`src/rtl/lpm_pkg.sv`:
```
package lpm_pkg;

    localparam int          DATA_W       = 32;
    localparam int          NUM_RET_SRC  = 5;
    localparam int          BIT_SWSTBY   = 7;
    localparam int          BIT_RETSTBY  = 5;
    localparam logic [1:0]  SIZE_LONG    = 2'b10;
    localparam logic [31:0] RESET_VECTOR = 32'hA000_0000;

    typedef enum logic [2:0] {
        ST_RUN,
        ST_SLEEP,
        ST_RS_ENTER,
        ST_RS_OFF,
        ST_RS_SETTLE,
        ST_RS_RESTORE,
        ST_RS_VEC
    } lpm_state_e;

    typedef struct packed {
        logic sw_stby;
        logic ret_stby;
    } lpm_ctl_t;

    typedef struct packed {
        logic       core_clk_en;
        logic       clkout_en;
        logic       core_pwr_off;
        logic       core_rst;
        logic       pd_stat;
        logic       restore_req;
        logic       vec_vld;
        logic [1:0] stat;
    } lpm_out_t;

    // Output pattern driven in each sequencer state.
    function automatic lpm_out_t decode_state(lpm_state_e s);
        lpm_out_t o;
        o = '0;
        case (s)
            ST_RUN: begin
                o.core_clk_en = 1'b1;
                o.clkout_en   = 1'b1;
            end
            ST_SLEEP: begin
                o.clkout_en   = 1'b1;
            end
            ST_RS_ENTER: begin
                o.core_pwr_off = 1'b1;
                o.stat         = 2'b11;
            end
            ST_RS_OFF: begin
                o.core_pwr_off = 1'b1;
                o.pd_stat      = 1'b1;
                o.stat         = 2'b11;
            end
            ST_RS_SETTLE: begin
                o.core_rst = 1'b1;
                o.stat     = 2'b11;
            end
            ST_RS_RESTORE: begin
                o.core_clk_en = 1'b1;
                o.clkout_en   = 1'b1;
                o.core_rst    = 1'b1;
                o.restore_req = 1'b1;
            end
            ST_RS_VEC: begin
                o.core_clk_en = 1'b1;
                o.clkout_en   = 1'b1;
                o.vec_vld     = 1'b1;
            end
            default: o = '0;
        endcase
        return o;
    endfunction

    // A mode write may select at most one low-power flavour.
    function automatic logic ctl_write_legal(logic [DATA_W-1:0] d);
        return !(d[BIT_SWSTBY] && d[BIT_RETSTBY]);
    endfunction

endpackage

```
`src/rtl/lpm_regs.sv`:
```
module lpm_regs
    import lpm_pkg::*;
#(
    parameter int ADDR_W  = 4,
    parameter int CTL_OFS = 0,
    parameter int BAR_OFS = 4
) (
    input  logic              clk,
    input  logic              rst,
    input  logic              reg_wr,
    input  logic              reg_rd,
    input  logic [ADDR_W-1:0] reg_addr,
    input  logic [1:0]        reg_size,
    input  logic [DATA_W-1:0] reg_wdata,
    output logic [DATA_W-1:0] reg_rdata,
    output lpm_ctl_t          ctl,
    output logic [DATA_W-1:0] boot_addr
);

    localparam logic [ADDR_W-1:0] CTL_A = ADDR_W'(CTL_OFS);
    localparam logic [ADDR_W-1:0] BAR_A = ADDR_W'(BAR_OFS);

    logic long_acc;
    logic ctl_wr, bar_wr;
    lpm_ctl_t          ctl_q;
    logic [DATA_W-1:0] bar_q;
    logic [DATA_W-1:0] ctl_view;

    assign long_acc = (reg_size == SIZE_LONG);
    assign ctl_wr   = reg_wr && long_acc && (reg_addr == CTL_A);
    assign bar_wr   = reg_wr && long_acc && (reg_addr == BAR_A);

    always_ff @(posedge clk) begin
        if (rst) begin
            ctl_q <= '0;
        end else if (ctl_wr && ctl_write_legal(reg_wdata)) begin
            ctl_q.sw_stby  <= reg_wdata[BIT_SWSTBY];
            ctl_q.ret_stby <= reg_wdata[BIT_RETSTBY];
        end
    end

    always_ff @(posedge clk) begin
        if (rst) begin
            bar_q <= '0;
        end else if (bar_wr) begin
            bar_q <= reg_wdata;
        end
    end

    always_comb begin
        ctl_view              = '0;
        ctl_view[BIT_SWSTBY]  = ctl_q.sw_stby;
        ctl_view[BIT_RETSTBY] = ctl_q.ret_stby;
    end

    always_comb begin
        reg_rdata = '0;
        if (reg_rd && long_acc) begin
            if (reg_addr == CTL_A)      reg_rdata = ctl_view;
            else if (reg_addr == BAR_A) reg_rdata = bar_q;
        end
    end

    assign ctl       = ctl_q;
    assign boot_addr = bar_q;

    AST_ILLEGAL_KEEP: assert property (@(posedge clk) disable iff (rst)
        (ctl_wr && reg_wdata[BIT_SWSTBY] && reg_wdata[BIT_RETSTBY]) |=> $stable(ctl_q));
    AST_CTL_EXCLUSIVE: assert property (@(posedge clk) disable iff (rst)
        !(ctl_q.sw_stby && ctl_q.ret_stby));
    AST_SHORT_NO_WRITE: assert property (@(posedge clk) disable iff (rst)
        (reg_wr && !long_acc) |=> ($stable(bar_q) && $stable(ctl_q)));

endmodule

```
`src/rtl/lpm_settle.sv`:
```
module lpm_settle #(
    parameter int SETTLE_CYC = 64
) (
    input  logic clk,
    input  logic rst,
    input  logic load,
    input  logic run,
    output logic done
);

    localparam int CNT_W = (SETTLE_CYC < 1) ? 1 : $clog2(SETTLE_CYC + 1);
    localparam logic [CNT_W-1:0] LOAD_VAL = CNT_W'(SETTLE_CYC);

    logic [CNT_W-1:0] cnt_q;

    always_ff @(posedge clk) begin
        if (rst) begin
            cnt_q <= '0;
        end else if (load) begin
            cnt_q <= LOAD_VAL;
        end else if (run && (cnt_q != '0)) begin
            cnt_q <= cnt_q - CNT_W'(1);
        end
    end

    assign done = (cnt_q == '0);

    AST_SETTLE_LOADED: assert property (@(posedge clk) disable iff (rst)
        load |=> (cnt_q == LOAD_VAL));
    AST_SETTLE_STEP: assert property (@(posedge clk) disable iff (rst)
        (run && !load && !done) |=> (cnt_q == $past(cnt_q) - CNT_W'(1)));

endmodule

```
`src/rtl/lpm_fsm.sv`:
```
module lpm_fsm
    import lpm_pkg::*;
#(
    parameter int          NSRC    = NUM_RET_SRC,
    parameter logic [31:0] RST_VEC = RESET_VECTOR
) (
    input  logic              clk,
    input  logic              rst,
    input  lpm_ctl_t          ctl,
    input  logic [DATA_W-1:0] boot_addr,
    input  logic              sleep_req,
    input  logic              sys_rst_req,
    input  logic [NSRC-1:0]   ret_wake,
    input  logic              sleep_wake,
    input  logic              settle_done,
    output logic              settle_load,
    output logic              settle_run,
    output lpm_out_t          outs,
    output logic [DATA_W-1:0] wake_vec,
    output logic [NSRC-1:0]   wake_src
);

    lpm_state_e state_q, state_d;
    logic       by_rst_q, by_rst_d;
    logic       take_irq_wake;

    assign take_irq_wake = (state_q == ST_RS_OFF) && !sys_rst_req && (|ret_wake);

    always_comb begin
        state_d     = state_q;
        by_rst_d    = by_rst_q;
        settle_load = 1'b0;
        unique case (state_q)
            ST_RUN: begin
                if (sleep_req && !ctl.sw_stby)
                    state_d = ctl.ret_stby ? ST_RS_ENTER : ST_SLEEP;
            end
            ST_SLEEP: begin
                if (sys_rst_req || sleep_wake) state_d = ST_RUN;
            end
            ST_RS_ENTER: state_d = ST_RS_OFF;
            ST_RS_OFF: begin
                if (sys_rst_req) begin
                    state_d     = ST_RS_SETTLE;
                    by_rst_d    = 1'b1;
                    settle_load = 1'b1;
                end else if (|ret_wake) begin
                    state_d     = ST_RS_SETTLE;
                    by_rst_d    = 1'b0;
                    settle_load = 1'b1;
                end
            end
            ST_RS_SETTLE: begin
                if (settle_done) state_d = by_rst_q ? ST_RS_VEC : ST_RS_RESTORE;
            end
            ST_RS_RESTORE: state_d = ST_RS_VEC;
            ST_RS_VEC:     state_d = ST_RUN;
            default:       state_d = ST_RUN;
        endcase
    end

    always_ff @(posedge clk) begin
        if (rst) begin
            state_q  <= ST_RUN;
            by_rst_q <= 1'b0;
        end else begin
            state_q  <= state_d;
            by_rst_q <= by_rst_d;
        end
    end

    // One pending flag per retention wake source.
    for (genvar i = 0; i < NSRC; i++) begin : g_pend
        logic pend_q;
        always_ff @(posedge clk) begin
            if (rst)                          pend_q <= 1'b0;
            else if (state_q == ST_RS_VEC)    pend_q <= 1'b0;
            else if (take_irq_wake && ret_wake[i]) pend_q <= 1'b1;
        end
        assign wake_src[i] = pend_q;
    end

    assign settle_run = (state_q == ST_RS_SETTLE);
    assign outs       = decode_state(state_q);
    assign wake_vec   = outs.vec_vld ? (by_rst_q ? RST_VEC : boot_addr) : '0;

    AST_PD_AFTER_OFF: assert property (@(posedge clk) disable iff (rst)
        $rose(outs.pd_stat) |-> $past(outs.core_pwr_off));
    AST_CLK_HELD: assert property (@(posedge clk) disable iff (rst)
        (settle_run && !settle_done) |-> (!outs.core_clk_en && outs.core_rst));
    AST_RESTORE_THEN_VEC: assert property (@(posedge clk) disable iff (rst)
        outs.restore_req |=> (outs.vec_vld && (wake_vec == boot_addr)));
    AST_SRC_CLEARED: assert property (@(posedge clk) disable iff (rst)
        outs.vec_vld |=> (wake_src == '0));
    AST_IGNORE_SWSTBY: assert property (@(posedge clk) disable iff (rst)
        (state_q == ST_RUN && sleep_req && ctl.sw_stby) |=> (state_q == ST_RUN));
    AST_RESET_WAKE_VEC: assert property (@(posedge clk) disable iff (rst)
        (outs.vec_vld && by_rst_q) |-> (wake_vec == RST_VEC));

endmodule

```
`src/rtl/lpm_sequencer.sv`:
```
module lpm_sequencer
    import lpm_pkg::*;
#(
    parameter int ADDR_W     = 4,
    parameter int CTL_OFS    = 0,
    parameter int BAR_OFS    = 4,
    parameter int SETTLE_CYC = 64
) (
    input  logic              clk,
    input  logic              rst,
    input  logic              sys_rst_req,
    input  logic              reg_wr,
    input  logic              reg_rd,
    input  logic [ADDR_W-1:0] reg_addr,
    input  logic [1:0]        reg_size,
    input  logic [31:0]       reg_wdata,
    output logic [31:0]       reg_rdata,
    input  logic              sleep_req,
    input  logic              irq_nmi,
    input  logic              irq_ext,
    input  logic              irq_periph,
    input  logic              irq_timer,
    input  logic              irq_keyscan,
    input  logic              irq_rtc,
    output logic              core_clk_en,
    output logic              clkout_en,
    output logic              core_pwr_off,
    output logic              core_rst,
    output logic [1:0]        lp_status,
    output logic              pd_status,
    output logic              restore_req,
    output logic [31:0]       wake_vec,
    output logic              wake_vec_vld,
    output logic [4:0]        wake_src
);

    lpm_ctl_t                ctl;
    logic [DATA_W-1:0]       boot_addr;
    logic [NUM_RET_SRC-1:0]  ret_wake;
    logic                    sleep_wake;
    logic                    settle_load, settle_run, settle_done;
    lpm_out_t                outs;

    assign ret_wake   = {irq_rtc, irq_keyscan, irq_timer, irq_ext, irq_nmi};
    assign sleep_wake = irq_periph || (|ret_wake);

    lpm_regs #(
        .ADDR_W (ADDR_W),
        .CTL_OFS(CTL_OFS),
        .BAR_OFS(BAR_OFS)
    ) u_regs (
        .clk      (clk),
        .rst      (rst),
        .reg_wr   (reg_wr),
        .reg_rd   (reg_rd),
        .reg_addr (reg_addr),
        .reg_size (reg_size),
        .reg_wdata(reg_wdata),
        .reg_rdata(reg_rdata),
        .ctl      (ctl),
        .boot_addr(boot_addr)
    );

    lpm_settle #(
        .SETTLE_CYC(SETTLE_CYC)
    ) u_settle (
        .clk (clk),
        .rst (rst),
        .load(settle_load),
        .run (settle_run),
        .done(settle_done)
    );

    lpm_fsm #(
        .NSRC   (NUM_RET_SRC),
        .RST_VEC(RESET_VECTOR)
    ) u_fsm (
        .clk        (clk),
        .rst        (rst),
        .ctl        (ctl),
        .boot_addr  (boot_addr),
        .sleep_req  (sleep_req),
        .sys_rst_req(sys_rst_req),
        .ret_wake   (ret_wake),
        .sleep_wake (sleep_wake),
        .settle_done(settle_done),
        .settle_load(settle_load),
        .settle_run (settle_run),
        .outs       (outs),
        .wake_vec   (wake_vec),
        .wake_src   (wake_src)
    );

    assign core_clk_en  = outs.core_clk_en;
    assign clkout_en    = outs.clkout_en;
    assign core_pwr_off = outs.core_pwr_off;
    assign core_rst     = outs.core_rst;
    assign lp_status    = outs.stat;
    assign pd_status    = outs.pd_stat;
    assign restore_req  = outs.restore_req;
    assign wake_vec_vld = outs.vec_vld;

    AST_NAP_KEEPS_CLKOUT: assert property (@(posedge clk) disable iff (rst)
        (!core_clk_en && !core_pwr_off && !core_rst) |-> clkout_en);
    AST_NO_CLK_POWER_OFF: assert property (@(posedge clk) disable iff (rst)
        core_pwr_off |-> (!core_clk_en && !clkout_en && (lp_status == 2'b11)));

endmodule

```
`config.mk`:
```
export PLATFORM = sky130hd
export DESIGN_NAME = lpm_sequencer
export DESIGN_NICKNAME = d
export VERILOG_FILES = /design/src/rtl/lpm_pkg.sv /design/src/rtl/lpm_regs.sv /design/src/rtl/lpm_settle.sv /design/src/rtl/lpm_fsm.sv /design/src/rtl/lpm_sequencer.sv
export SDC_FILE = /design/constraint.sdc
export NUM_CORES = 1
export LEC_CHECK = 0
export BUFFER_PORTS_ARGS = -buffer_cell sky130_fd_sc_hd__buf_4
export CORE_ASPECT_RATIO = 2
export CORE_MARGIN = 1
export CORE_UTILIZATION = 46
export CTS_CLUSTER_DIAMETER = 200
export DETAILED_ROUTE_END_ITERATION = 6
export PLACE_DENSITY_LB_ADDON = 0.3
export SYNTH_ARGS = -nofsm -noshare
export SYNTH_HDL_FRONTEND = slang
export SYNTH_SLANG_ARGS = --single-unit
```
`constraint.sdc`:
```
create_clock -name clk -period 2.4 [get_ports clk]
set_input_delay 0.24 -clock clk [delete_from_list [all_inputs] [get_ports clk]]
set_output_delay 0.24 -clock clk [all_outputs]
set_load 0.01 [all_outputs]
```
==> summary.txt, run 1 <==
Cells and area
  • Inserted Diodes: 0
  • Non-Filler Instances: 478
  • Fill count: ~490
  • Most common cell after layout, fill and taps aside: buf_4
  • Final net count: 469
  • Synthesis-to-layout area growth: 40.1%
  • Most frequent cells in the layout: buf_4 (131), nor2_1 (63), and2_1 (60), dfxtp_1 (50), mux2i_1 (34)
  • Share of cells above drive strength 1: between 30% and 40%

Power and ir drop
  • Internal Power: approximately 1100 µW
  • PwrDens: 399 nW/µm²
  • Lkg Pwr: 0.00190 µW
  • VDD IR-drop max: ~0.38 mV
  • Power share of the combinational group: 7.4%
  • Reg power frac: about three fifths
  • Net switching power: 326 µW
  • Sw frac: 22.8%
  • Share of total power in the clock network: between 30% and 40%

Setup path
  • R2r startpoint: u_settle.cnt_q[2]
  • CP cell instances: nor2b_1, nand2_1, nor2_1, buf_4, and2_1, buf_4
  • CP dominant cell by count: buf_4
  • Worst path required time: between 2 and 2.5 ns
  • Worst Path Arrival: between 1.5 and 2 ns
  • Reg2Reg Capture Point: u_fsm.state_q[1]
  • CP peak stage delay: ~0.52 ns
  • Worst path slowest cell: dfxtp_1
  • Critical path class: reg -> out
  • Crit-path max FO: 30
  • Reg2Reg Setup Slack: around 0.62 ns
  • Setup crit start kind: register
  • Reg2reg path depth: 4
  • Crit path capture type: primary output

Placement
  • PortBufs: around 130
  • Worst slack at placement: 0.425 ns
  • Placed Instances: 470
  • Gp weighted congestion: 0.836
  • HPWL after DPL: 4.83 mm

Clock network
  • # resized after CTS: 0
  • Root buf cell: clkbuf_8
  • CTS tree: done
  • Hold-fix buffer count after cts: 0
  • CTS sink cnt: 50
  • Total CTS buffers: 5
  • H-tree depth: 2
  • Post-CTS Setup Bufs: 0
  • CTS max path bufs: 2
  • Clk slew on worst S/H paths: 0.09 ns
  • Clk_lat worst skew: 0.30 ns

Routing
  • WL final: ~6.1 mm
  • Number of vias per cell: between 5 and 6
  • Met1 Wirelength: about 2.2 mm
  • DRT Pass-1 Iters: 6
  • Antenna viol nets, final: 0
  • Initial DRC count: 26
  • Metal3 WL: 408 µm
  • Uppermost routed layer: met4
  • Met2 WL post-DR: about 3.4 mm
  • Drt drc: 0
  • Via count: 2430
  • Drt wl/cell: roughly 13 µm

Worst hold path
  • Worst Hold Class: in -> reg
  • Startpoint of the worst hold path: reg_wdata[25]
  • Hold Path Sink: u_regs.boot_addr[25]
  • Hold depth: 3

GRT
  • Initial antenna violation count: 0
  • Largest net degree at the start of global routing: 38
  • Grt total ovfl: 0
  • GR Util All Layers: 22.4%
  • Global-route wire length before repair: ~10 mm
  • Vias in the first global route: between 2000 and 2500

Synthesis
  • Yosys reg bits: 50
  • Most common flop cell mapped by yosys: dfxtp_1
  • Mapped cell area: approximately 2600 µm²
  • Cells after Synth: roughly 300
  • Post-synth EDFFs: 0
  • Synth Area per Inst: 8.44 µm²
  • Synth cell types: about 40
  • Seq/Total Area, Yosys: between 30% and 40%
  • Yosys Warn Count: 0
  • Syn nets: around 360
  • Asr flop ratio synth: 0%

Timing
  • Slew HR: 60.1%
  • Count of final hold-check violations: 0
  • Setup TNS: 0 ns
  • Worst Tran Pin Value: around 0.59 ns
  • Minimum clock period: 2.12 ns
  • Setup violators final: 0
  • Period utilisation layout: between 80% and 90%
  • RSZ-0062 raised after global routing: no
  • Final worst setup slack: 0.284 ns
  • FMAX: 0.472 GHz
  • Clk_skew: around 0.0042 ns
  • Hold Slack: about 0.16 ns
  • Max Slew Vio Count: 0

Floorplan
  • Die ar.: approximately 5900 µm²
  • CORE AREA: 5370 µm²
  • Die extent in x: 54.7 µm
  • Die Ht: roughly 110 µm
  • I/O pins: approximately 130
  • Initial Utilization: 47.6%
  • Rows: 38

Flow run
  • Max-cap violation count: 0

Status
  • Status: complete, no violations
-- per-layer routing --
| layer | GRT usage (%) | up-vias |
|---|---|---|
| li1 | - | 1219 |
| met1 | 21.9 | 1110 |
| met2 | 41.8 | 90 |
| met3 | 4.52 | 11 |
| met4 | 8.97 | 0 |
| met5 | 0 | - |
-- worst max-delay path, delay by kind of cell (launching register included) --
family                 cells  cell delay [ns]
buffers and inverters      2             0.37
DFF                        1             0.52
and+or+nand+nor            4             0.68
-- area by class of cell --
type | count | area, µm² | area share (%)
clock buffers | 5 | 68.8 | 1.92
flip-flops and latches | 50 | 1000 | 27.9
inverters | 9 | 33.8 | 0.943
multi-input cells | 220 | 1400 | 39.0
repair buffers | 131 | 983 | 27.5
clock inverters | 3 | 21.3 | 0.594
well taps | 60 | 75.1 | 2.10
-- power by group through the flow --
stage	registers, µW	logic, µW	clock network (µW)
floorplan	853	37.9	0
global placement	858	104	0
detailed placement	858	106	0
CTS	839	107	501
global route	840	116	533
finish	839	105	484
-- cell usage after synthesis (2+ instances only) --
master	number	share of area (%)
nor2_1	63	9.2
and2_1	60	15
dfxtp_1	50	39
mux2i_1	34	13
clkbuf_1	14	2.1
inv_1	9	1.3
nor3_1	8	1.6
buf_4	6	1.8
a21oi_1	5	0.98
o21ai_0	5	0.98
xor2_1	5	1.7
nand2_1	4	0.59
buf_2	3	0.59
o211ai_1	3	0.88
a211oi_1	2	0.59
ha_1	2	0.98
nand2b_1	2	0.49
nand3_1	2	0.39
o2111ai_1	2	0.69
or2_2	2	0.49
or4_1	2	0.59
-- cells by family after synthesis --
logic type	after synthesis	share of synthesized area (%)
simple gates	152	30.9
fa+ha+maj	2	0.978
compound gates	26	7.48
xor+xnor	6	2.05
mux	34	13.3
buf+inv	33	6.16
flops	50	39.1
-- stage by stage --
| stage | util [%] | power (µW) | instance area, µm² |
|---|---|---|---|
| after floorplan | - | 891 | 2560 |
| after global placement | 65.0 | 962 | 3490 |
| after detailed placement | 65.0 | 964 | 3490 |
| after CTS | 66.7 | 1450 | 3580 |
| after global routing | 66.7 | 1490 | 3580 |
| final | 66.7 | 1430 | 3580 |
-- registers in the layout, indices dropped and copies added, names as in the netlist --
signal               cells
u_fsm.by_rst_q           1
u_fsm.g_pend.pend_q      5
u_fsm.state_q            3
u_regs.boot_addr        32
u_regs.ctl               2
u_settle.cnt_q           7
-- worst max path at each step --
| stage | depth (start not counted) | to | from |
|---|---|---|---|
| after floorplan | 5 | u_fsm.state_q[1] | u_settle.cnt_q[2] |
| after global placement | 7 | reg_rdata[10] | reg_addr[1] |
| after detailed placement | 7 | reg_rdata[27] | reg_addr[1] |
| after CTS | 6 | wake_vec[8] | u_fsm.state_q[2] |
| after global routing | 6 | wake_vec[6] | u_fsm.state_q[2] |
| final | 6 | wake_vec[8] | u_fsm.state_q[2] |
Note: power is estimated with default switching activity, not from simulation.
==> inputs of run 2 (changes only) <==
CORE_UTILIZATION = 40   (was 46)
clock period = 2.6 ns   (was 2.4 ns; I/O delays follow)
==> run 2 against run 1 <==
Effect of this change: die area grew 15%; largest cell class unchanged; largest power group unchanged; clock skew grew 0.0012 ns; count of clock-buffer cells in the layout grew 1; sequential share of layout area shrank 0.86 points; worst hold slack gained 0.043 ns.
==> summary.txt, run 2 (synthesis results as in run 1) <==
Setup path
  • Sum of buffers and inverters on the critical path: 2 (unchanged)
  • CP dominant cell by count: buf_4
  • Worst Path Arrival: 1.83 ns (-0.05 ns)
  • Worst path slowest cell: dfxtp_1
  • Critical path class: reg -> out
  • CP cell instances: nor2b_1, nand2_1, nor2_1, buf_4, and2_1, buf_4
  • Crit path capture type: primary output
  • Setup crit start kind: register
  • Reg2Reg Setup Slack: 0.84 ns (+0.22 ns)
  • Crit-path max FO: 30 (unchanged)
  • CP peak stage delay: 0.47 ns (-0.05 ns)
  • Critical path's top delay family: simple AND/OR/NAND/NOR gates
  • Worst path required time: 2.34 ns (+0.18 ns)

Timing
  • Setup TNS: 0 ns (unchanged)
  • RSZ-0062 raised after global routing: no
  • Setup violators final: 0 (unchanged)
  • Clk_skew: 0.00545 ns (+0.00121 ns)
  • Worst Tran Pin Value: 0.540 ns (-0.0542 ns)
  • Max Slew Vio Count: 0 (unchanged)
  • Count of final hold-check violations: 0 (unchanged)
  • Period utilisation layout: between 80% and 90%
  • Slew HR: 64.0% (+3.9 points)
  • FMAX: around 0.48 GHz
  • Minimum clock period: 2.09 ns

Routing
  • DRT Pass-1 Iters: 4 (-2)
  • Drt drc: 0 (unchanged)
  • WL final: 6.54 mm (+6.4%)
  • Number of vias per cell: 4.83 (-5.1%)
  • Via count: 2427 (-0.12%)
  • Drt wl/cell: 13.0 µm (+1.1%)
  • Antenna viol nets, final: 0 (unchanged)
  • Initial DRC count: 90 (+250%)

Clock network
  • Post-CTS Setup Bufs: 0 (unchanged)
  • Clk_lat worst skew: 0.28 ns (-0.02 ns)
  • H-tree depth: 2 (unchanged)
  • Total CTS buffers: 5 (unchanged)
  • # resized after CTS: 0 (unchanged)
  • Hold-fix buffer count after cts: 0 (unchanged)
  • CTS tree: done
  • Clk slew on worst S/H paths: 0.06 ns (-0.03 ns)
  • CTS max path bufs: 2 (unchanged)
  • CTS sink cnt: 50 (unchanged)
  • Root buf cell: clkbuf_16

Status
  • Status: complete, no violations

Worst hold path
  • Worst Hold Class: in -> reg

Power and ir drop
  • Lkg Pwr: 0.00194 µW (+1.9%)
  • Pwr Total: 1600 µW (+12%)
  • PwrDens: 432 nW/µm² (+8.4%)
  • VDD IR-drop max: 0.434 mV (+15%)

GRT
  • Vias in the first global route: 2164 (-4.8%)
  • Grt total ovfl: 0 (unchanged)
  • Grt peak-use layer: met2
  • Initial antenna violation count: 0 (unchanged)
  • Largest net degree at the start of global routing: 38 (unchanged)
  • Global-route wire length before repair: 9.96 mm (+1.7%)
  • Met1 usage: 20.5% (-1.4 points)
  • Met3 usage in global routing: 3.15% (-1.4 points)
  • Grt met2 use: 34.3% (-7.6 points)
  • GR Util All Layers: 18.9% (-3.5 points)

Floorplan
  • Die Ht: 115 µm (+7.1%)
  • Initial Utilization: 41.9% (-5.7 points)
  • CORE AREA: 6110 µm² (+14%)
  • Rows: 40 (+5.3%)
  • I/O pins: 128 (unchanged)
  • Die extent in x: 58.5 µm (+7.0%)
  • Die ar.: 6740 µm² (+15%)

Cells and area
  • Largest register FFs: 32 (unchanged)
  • Fill count: 598 (+21%)
  • Final net count: 470 (+0.21%)
  • Most frequent cells in the layout: buf_4 (132), nor2_1 (63), and2_1 (60), dfxtp_1 (50), mux2i_1 (34)
  • Most common cell after layout, fill and taps aside: buf_4
  • Finished Core Util: 60.5% (-6.1 points)
  • Non-Filler Instances: 503 (+5.2%)
  • Inserted Diodes: 0 (unchanged)
  • Synthesis-to-layout area growth: 44.5%
  • Share of cells above drive strength 1: 34.6% (-0.083 points)

Placement
  • Placed Instances: 495 (+5.3%)
  • PortBufs: 127 (unchanged)
  • Gp weighted congestion: 0.815 (-2.4%)
  • HPWL after DPL: 5.01 mm (+3.8%)

Flow run
  • Max-cap violation count: 0 (unchanged)
## run 2: cell types whose count changed in the layout (fill, tap and decap cells not counted)
| cell | before | now |
|---|---|---|
| clkbuf_1 | 0 | 1 |
| clkbuf_16 | 0 | 5 |
| clkbuf_8 | 5 | 0 |
| buf_4 | 131 | 132 |
| clkinv_2 | 1 | 0 |
| bufinv_16 | 0 | 1 |
| clkinv_4 | 1 | 0 |
## run 2: worst min-delay path, stage by stage
cell and delay [ns]:
buf_4 0.08, mux2i_1 0.05, nor2_1 0.07
## run 2: final timing paths
path | from | to | cells past startpoint
setup / recovery | u_fsm.state_q[2] | wake_vec[24] | 6
hold / removal | reg_wdata[15] | u_regs.boot_addr[15] | 3
setup reg to reg | u_settle.cnt_q[2] | u_fsm.state_q[1] | 4
hold reg to reg | u_fsm.g_pend[1].pend_q | u_fsm.g_pend[1].pend_q | 2
## run 2: report_power, final
group	switching (µW)	leakage (µW)	total (µW)	internal (µW)
Clock	272	0.0000771	726	454
Combinational	37.5	0.00146	97.3	59.8
Sequential	5.25	0.000403	774	769
Total	315	0.00194	1600	1280
## run 2: final cells by class
type	count	area, µm²	share of cell area (%)
multi-input combinational	220	1400	37.8
sequential	50	1000	27.1
inverter	9	33.8	0.914
tap	84	105	2.84
clock buffer	6	129	3.49
clock inverter	2	37.5	1.02
timing repair buffer	132	991	26.8
## run 2: per-layer routing
metal / routed length [µm] / part of all wire [%]
met1: 2420 / 37
met2: 3570 / 55
met3: 330 / 5.0
met4: 208 / 3.2
met5: 0 / 0
## run 2: per-stage QoR
stage,worst slack (ns),hold WS (ns),area (µm²)
6_report,0.508,0.205,3700
5_1_grt,0.339,0.208,3700
4_1_cts,0.491,0.202,3700
3_5_place_dp,0.680,0.461,3530
3_3_place_gp,0.720,0.457,3530
2_1_floorplan,0.871,0.398,2560
